### src/rtl/doorbell_pkg.sv
package doorbell_pkg;

  // Local-port address decode
  typedef enum logic {
    LOC_VECTOR = 1'b0,
    LOC_MIRROR = 1'b1
  } loc_addr_e;

  // Width-independent helpers, sized through the callers' parameters
  localparam int unsigned MAX_W = 64;

  function automatic logic [MAX_W-1:0] merge_bits(
    input logic [MAX_W-1:0] cur,
    input logic [MAX_W-1:0] set_v,
    input logic [MAX_W-1:0] clr_v
  );
    // clear first, then set: a set in the same cycle wins
    return (cur & ~clr_v) | set_v;
  endfunction

endpackage

### src/rtl/doorbell_lane_mask.sv
module doorbell_lane_mask #(
  parameter int unsigned DATA_W = 32,
  parameter int unsigned LANE_W = 8,
  localparam int unsigned LANES = DATA_W / LANE_W
) (
  input  logic [LANES-1:0]  lane_en,
  output logic [DATA_W-1:0] bit_mask
);

  for (genvar g = 0; g < LANES; g++) begin : g_lane
    assign bit_mask[g*LANE_W +: LANE_W] = {LANE_W{lane_en[g]}};
  end

  always_comb begin
    p_lane_width_r4: assert ($countones(bit_mask) == LANE_W * $countones(lane_en))
      else $error("lane mask width mismatch");
  end

endmodule

### src/rtl/doorbell_bits.sv
module doorbell_bits
  import doorbell_pkg::*;
#(
  parameter int unsigned DATA_W = 32
) (
  input  logic              clk,
  input  logic              rst_n,
  input  logic [DATA_W-1:0] set_vec,
  input  logic [DATA_W-1:0] clr_vec,
  output logic [DATA_W-1:0] bits_q
);

  logic [DATA_W-1:0] bits_d;
  logic [MAX_W-1:0]  merged;

  always_comb begin
    merged = merge_bits(MAX_W'(bits_q), MAX_W'(set_vec), MAX_W'(clr_vec));
    bits_d = merged[DATA_W-1:0];
  end

  always_ff @(posedge clk or negedge rst_n) begin
    if (!rst_n) bits_q <= '0;
    else        bits_q <= bits_d;
  end

  // every requested set is present after the edge
  p_set_lands_r1: assert property (@(posedge clk) disable iff (!rst_n)
    1'b1 |=> ((bits_q & $past(set_vec)) == $past(set_vec)))
    else $error("set bit not stored");

  // requested clears take effect unless a set collides
  p_clear_lands_r2: assert property (@(posedge clk) disable iff (!rst_n)
    1'b1 |=> ((bits_q & $past(clr_vec & ~set_vec)) == '0))
    else $error("cleared bit still set");

  // untouched bits hold
  p_untouched_hold_r3: assert property (@(posedge clk) disable iff (!rst_n)
    1'b1 |=> (((bits_q ^ $past(bits_q)) & ~$past(set_vec | clr_vec)) == '0))
    else $error("untouched bit changed");

  // collision resolves to set
  p_set_wins_r5: assert property (@(posedge clk) disable iff (!rst_n)
    ((set_vec & clr_vec) != '0) |=>
      ((bits_q & $past(set_vec & clr_vec)) == $past(set_vec & clr_vec)))
    else $error("collision lost the set");

endmodule

### src/rtl/doorbell_irq_out.sv
module doorbell_irq_out #(
  parameter int unsigned DATA_W = 32
) (
  input  logic              clk,
  input  logic              rst_n,
  input  logic [DATA_W-1:0] bits_q,
  output logic              irq_n,
  output logic              irq_active
);

  logic any_pending;

  assign any_pending = |bits_q;

  always_ff @(posedge clk or negedge rst_n) begin
    if (!rst_n) irq_n <= 1'b1;
    else        irq_n <= ~any_pending;
  end

  assign irq_active = ~irq_n;

  // line follows the vector with one register of delay
  p_irq_follows_r7: assert property (@(posedge clk) disable iff (!rst_n)
    1'b1 |=> (irq_n == ($past(bits_q) == '0)))
    else $error("interrupt line out of step");

  // empty vector never leaves the line asserted two cycles on
  p_irq_release_r9: assert property (@(posedge clk) disable iff (!rst_n)
    (bits_q == '0) |=> irq_n)
    else $error("line held with empty vector");

endmodule

### src/rtl/doorbell_irq.sv
module doorbell_irq
  import doorbell_pkg::*;
#(
  parameter int unsigned DATA_W = 32,
  parameter int unsigned LANE_W = 8,
  localparam int unsigned LANES = DATA_W / LANE_W
) (
  input  logic              clk,
  input  logic              rst_n,
  input  logic              loc_sel,
  input  logic              loc_addr,
  input  logic              loc_we,
  input  logic [LANES-1:0]  loc_be,
  input  logic [DATA_W-1:0] loc_wdata,
  output logic [DATA_W-1:0] loc_rdata,
  input  logic              per_sel,
  input  logic              per_we,
  input  logic [LANES-1:0]  per_be,
  input  logic [DATA_W-1:0] per_wdata,
  output logic [DATA_W-1:0] per_rdata,
  output logic              inta_n
);

  // named internal events
  logic              loc_vec_wr;
  logic              per_vec_wr;
  logic [DATA_W-1:0] loc_mask;
  logic [DATA_W-1:0] per_mask;
  logic [DATA_W-1:0] set_vec;
  logic [DATA_W-1:0] clr_vec;
  logic [DATA_W-1:0] bits_q;
  logic              irq_active;
  loc_addr_e         loc_space;

  assign loc_space  = loc_addr_e'(loc_addr);
  assign loc_vec_wr = loc_sel & loc_we & (loc_space == LOC_VECTOR);
  assign per_vec_wr = per_sel & per_we;

  doorbell_lane_mask #(.DATA_W(DATA_W), .LANE_W(LANE_W)) u_loc_mask (
    .lane_en (loc_be),
    .bit_mask(loc_mask)
  );

  doorbell_lane_mask #(.DATA_W(DATA_W), .LANE_W(LANE_W)) u_per_mask (
    .lane_en (per_be),
    .bit_mask(per_mask)
  );

  assign set_vec = loc_vec_wr ? (loc_wdata & loc_mask) : '0;
  assign clr_vec = per_vec_wr ? (per_wdata & per_mask) : '0;

  doorbell_bits #(.DATA_W(DATA_W)) u_bits (
    .clk    (clk),
    .rst_n  (rst_n),
    .set_vec(set_vec),
    .clr_vec(clr_vec),
    .bits_q (bits_q)
  );

  doorbell_irq_out #(.DATA_W(DATA_W)) u_irq (
    .clk       (clk),
    .rst_n     (rst_n),
    .bits_q    (bits_q),
    .irq_n     (inta_n),
    .irq_active(irq_active)
  );

  assign per_rdata = bits_q;
  assign loc_rdata = (loc_space == LOC_MIRROR) ? DATA_W'(irq_active) : bits_q;

  // a local write to the mirror address alone changes nothing
  p_mirror_wr_ignored_r8: assert property (@(posedge clk) disable iff (!rst_n)
    (loc_sel && loc_we && loc_addr && !(per_sel && per_we)) |=> $stable(per_rdata))
    else $error("mirror write altered vector");

  // no complete write on either port keeps the vector
  p_idle_hold_r10: assert property (@(posedge clk) disable iff (!rst_n)
    (!(loc_sel && loc_we) && !(per_sel && per_we)) |=> $stable(per_rdata))
    else $error("vector changed without a write");

  // both views of the vector agree
  p_views_agree_r6: assert property (@(posedge clk) disable iff (!rst_n)
    !loc_addr |-> (loc_rdata == per_rdata))
    else $error("port views differ");

endmodule

### config.mk
export PLATFORM = sky130hd
export DESIGN_NAME = doorbell_irq
export DESIGN_NICKNAME = d
export VERILOG_FILES = /design/src/rtl/doorbell_pkg.sv /design/src/rtl/doorbell_lane_mask.sv /design/src/rtl/doorbell_bits.sv /design/src/rtl/doorbell_irq_out.sv /design/src/rtl/doorbell_irq.sv
export SDC_FILE = /design/constraint.sdc
export NUM_CORES = 1
export LEC_CHECK = 0
export CAP_MARGIN = 15
export CORE_MARGIN = 2
export CORE_UTILIZATION = 55
export CTS_CLUSTER_SIZE = 20
export DETAILED_ROUTE_END_ITERATION = 8
export DONT_BUFFER_PORTS = 1
export PLACE_DENSITY_LB_ADDON = 0.15
export RECOVER_POWER = 25
export SLEW_MARGIN = 10
export SYNTH_ARGS = -nofsm -noshare
export SYNTH_HDL_FRONTEND = slang
export SYNTH_SLANG_ARGS = --single-unit
### constraint.sdc
create_clock -name clk -period 0.9 [get_ports clk]
set_clock_uncertainty 0.05 [all_clocks]
set_input_delay 0 -clock clk [delete_from_list [all_inputs] [get_ports clk]]
set_output_delay 0 -clock clk [all_outputs]
set_load 0.005 [all_outputs]
==> results of run 1 <==
-- per-stage QoR --
step	utilization [%]	worst slack, ns	instances
floorplan	-	-0.0775	161
global placement	65.9	-0.247	213
detailed placement	65.9	-0.279	213
-- cells by family after synthesis --
family                 share of synthesized area, %
DFF                                            50.8
and+or+nand+nor                                27.2
buffers and inverters                          4.38
AOI/OAI and AO/OA                              17.5
==> results.toml, run 1 <==
[yosys]
syn_inst = 161
synthesis.nets = 240
synthArstFlopShare_pct = 100
yosysWarnings = 0
synth_top_area_share_pct = 49.2
synth_area_leaders = "dfrtp_1 (49%), a22o_1 (17%), nor2b_1 (12%)"
avgSynthCellArea_sq_um = 10.1
netlist_top_cells_count = "a22o_1 (32), dfrtp_1 (32), nand2_1 (32)"
synth_edf_count = 0
synth_flop_cell = "dfrtp_1"
synthesis.area_sq_mm = 0.00163
ys_seq_area_share_pct = 50.8
ys_types = 15
ys_ff_latch = 33
synth_top_area_cell = "dfrtp_1"

[placed_design]
portBuffers = 0
placed_area_sq_mm = 0.00183
hpwlAfterDp_um = 3220
gp_congestion = 0.709

[die]
die_height_um = 58.4
die_w_um = 58.4
ios = 144
rows = 19
initial_core_util_pct = 58.5

[status]
outcome = "aborted with a tool error"
haltStage = "clock tree synthesis"
first-error = "[ERROR DPL-0038] Utilization greater than 100%, impossible to legalize"

[clock_tree]
h-tree-depth = 2
clockRootBuffer = "clkbuf_4"
ctsHoldBuffers = 66
numCtsBuffers = 5
cts.sinks = 33
cts_setup_buffers = 1
cts_resized = 90
cts.path.max_buffers = 2
==> run 2: changes to the inputs <==
--- a/config.mk
+++ b/config.mk
@@ -7,8 +7,7 @@
 export LEC_CHECK = 0
 export CAP_MARGIN = 15
 export CORE_MARGIN = 2
-export CORE_UTILIZATION = 55
-export CTS_CLUSTER_SIZE = 20
+export CORE_UTILIZATION = 40
 export DETAILED_ROUTE_END_ITERATION = 8
 export DONT_BUFFER_PORTS = 1
 export PLACE_DENSITY_LB_ADDON = 0.15
==> constraint.sdc (replaced) <==
create_clock -name clk -period 1.15 [get_ports clk]
set_clock_uncertainty 0.05 [all_clocks]
set_input_delay 0 -clock clk [delete_from_list [all_inputs] [get_ports clk]]
set_output_delay 0 -clock clk [all_outputs]
set_load 0.005 [all_outputs]
==> run 2 against run 1 <==
Compared with the run above: the flow now finishes without violations; synthesized area is the same; synthesized cell count did not move.
==> results.toml, run 2 <==
[status]
outcome = "finished clean"

[clock_tree]
cts.path.max_buffers = 2
clk_transition_reported_paths_ns = 0.06
cts.sinks = 33
numCtsBuffers = 5
clockRootBuffer = "clkbuf_8"
h-tree-depth = 2
cts_tree = "done"
cts_setup_buffers = 0
insertion_delay_ns = 0.28

[yosys]
synth-adder-area-share_pct = 0
synth_compound_area_share_pct = 17.5
ys_ff_latch = 33
avgSynthCellArea_sq_um = 10.1
synth_top_area_share_pct = 49.2
yosysWarnings = 0
synth_flop_cell = "dfrtp_1"
synthArstFlopShare_pct = 100
synthXorXnorAreaFrac_pct = 0
synthesis.area_sq_mm = 0.00163
synth_top_area_cell = "dfrtp_1"
synth_mux_area_share_pct = 0
ys_seq_area_share_pct = 50.8
synth_edf_count = 0
ys_types = 15
synthesis.nets = 240
yosys.area_share.simple_pct = 27.2
synth_area_leaders = "dfrtp_1 (49%), a22o_1 (17%), nor2b_1 (12%)"
netlist_top_cells_count = "a22o_1 (32), dfrtp_1 (32), nand2_1 (32)"
syn_inst = 161
synth_top_family_by_area = "simple AND/OR/NAND/NOR gates"

[routing]
drc = 0
wl_per_cell_um = 19.5
ant_nets = 0
via_per_inst = 5.52
drt_wl_total_um = 5880
drtIter0Drc = 45
drt-pass1-iter-count = 4
vias = 1667

[power]
pwr-share-clk_pct = 23.3
share_seq_of_total_power_pct = 44.6
swShare_pct = 29.5
p_int_mw = 2.47
vdd_drop_max_v = 0.000944
combinationalPowerShare_pct = 32.1
switching_power_mw = 1.04
leakagePower_nw = 1.17
p_total_mw = 3.51
p_per_area_mw_per_mm2 = 1340

[placed_design]
hpwlAfterDp_um = 3470
placed_area_sq_mm = 0.00182
portBuffers = 0
gp_congestion = 0.725
dp.cells = 227

[finish]
nets = 330
largest_register_ffs = 32
area.growth.synth_to_final_pct = 61.3
final_cell_mix = "dlygate4sd3_1 (65), nand2_1 (32), a22o_1 (32)"
top_register = "u_bits.bits_q"
top_regs = "u_bits.bits_q (32), u_irq.irq_n (1)"
final_area_sq_mm = 0.00262
insertedDiodeCount = 0
num-fill-cells = 282
final_cells = 302
multi_input_area_sq_um = 774
drive_gt1_share_pct = 16.7
final_util_pct = 66.6
final_common_cell = "dlygate4sd3_1"
seqCellArea_sq_um = 828

[worst_setup_path]
start_kind = "flip-flop"
rrSetupSlack_ns = 0.05
reg2reg_to = "u_irq.irq_n"
end_kind = "flip-flop"
worst-setup-path-type = "reg2reg"
crit_arrival_ns = 1.27
crit_path_end = "u_irq.irq_n"
worst-r2r-cell-count = 3
worstReg2RegStart = "u_bits.bits_q[24]"
cp.required_ns = 1.31
critPathLaunch = "u_bits.bits_q[24]"
cp_max_fo = 4

[timing]
tightest_slew_ns = 0.829
timing.slew.headroom_pct = 44.7
setup_viol = 0
holdWs_ns = 0.0157
finalHoldViolCount = 0
rsz0062_at_grt = "true"
min_period_ns = 1.10
slew_viol_final = 0
max_freq_mhz = 907
fin_crit_sh_pct = 95.9

[die]
core_area_sq_mm = 0.00394
initial_core_util_pct = 41.3
die_height_um = 67.8
ios = 144
dieArea_sq_mm = 0.00459
rows = 23
die_w_um = 67.8

[grt]
grt_usage_pct = 25.1
use_met1_pct = 27.4
grt_max_degree = 34
grt_pass1_vias = 1719
use_met3_pct = 8.83
use_met2_pct = 43.9
grt_most_used_layer = "met2"
grt_pass1_wl_um = 8110
gr-total-overflow = 0
antenna_found_initial = 0

[min_path]
hp-start = "loc_addr"
hold_path_class = "in2out"
min_path_cells = 1

[job]
cap_violations = 0
## run 2: how the worst min path moves through the flow
stage                       endpoint  slack (ns)
detailed placement  u_bits.bits_q[2]       -0.34
finish                  loc_rdata[0]        0.02
floorplan           u_bits.bits_q[0]       -0.35
CTS                     loc_rdata[0]        0.01
global route            loc_rdata[0]        0.03
global placement    u_bits.bits_q[2]       -0.34
## run 2: timing repair
| action | 4_1_cts | 5_1_grt |
|---|---|---|
| pin swaps | 0 | 5 |
| hold endpoints to repair | 96 | 0 |
| endpoints found under the setup margin | 1 | 1 |
| hold buffers | 67 | 0 |
| gates resized for setup | 3 | 5 |
## run 2: final cells by class
cell class                      count  area share [%]
Sequential cell                    33            31.6
Timing Repair Buffer               94            33.5
Tap cell                           50            2.38
Multi-Input combinational cell    117            29.5
Clock buffer                        8            3.05
## run 2: metal layers
metal,up-vias,wire [um],share of wire (%)
met4,0,155,2.6
li1,746,-,-
met5,-,0,0
met1,801,2290,39
met2,105,2970,51
met3,15,461,7.8
## run 2: logic make-up after synthesis
logic type / Yosys count
DFF: 33
buffers and inverters: 11
and+or+nand+nor: 84
AOI/OAI and AO/OA: 33
## run 2: worst max-delay path: stages, from the launching register on
cell and delay [ns]:
dfrtp_1 0.43, nor4_2 0.28, nand4_1 0.14, nor2_1 0.13
## run 2: power groups by stage
stage | Combinational (mW) | Clock, mW | Sequential [mW]
floorplan | 0.403 | 0 | 1.59
global placement | 0.838 | 0 | 1.54
detailed placement | 0.842 | 0 | 1.54
CTS | 1.10 | 0.844 | 1.54
global route | 1.22 | 0.919 | 1.59
finish | 1.13 | 0.818 | 1.56
## run 2: through the flow
step	setup WS, ns	setup TNS (ns)
5_1_grt	-0.0246	-0.0392
4_1_cts	0.00205	0
2_1_floorplan	0.172	0
6_report	0.0471	0
3_5_place_dp	-0.0773	-0.0773
3_3_place_gp	-0.0511	-0.0511
Power figures use the tool's default switching activity.
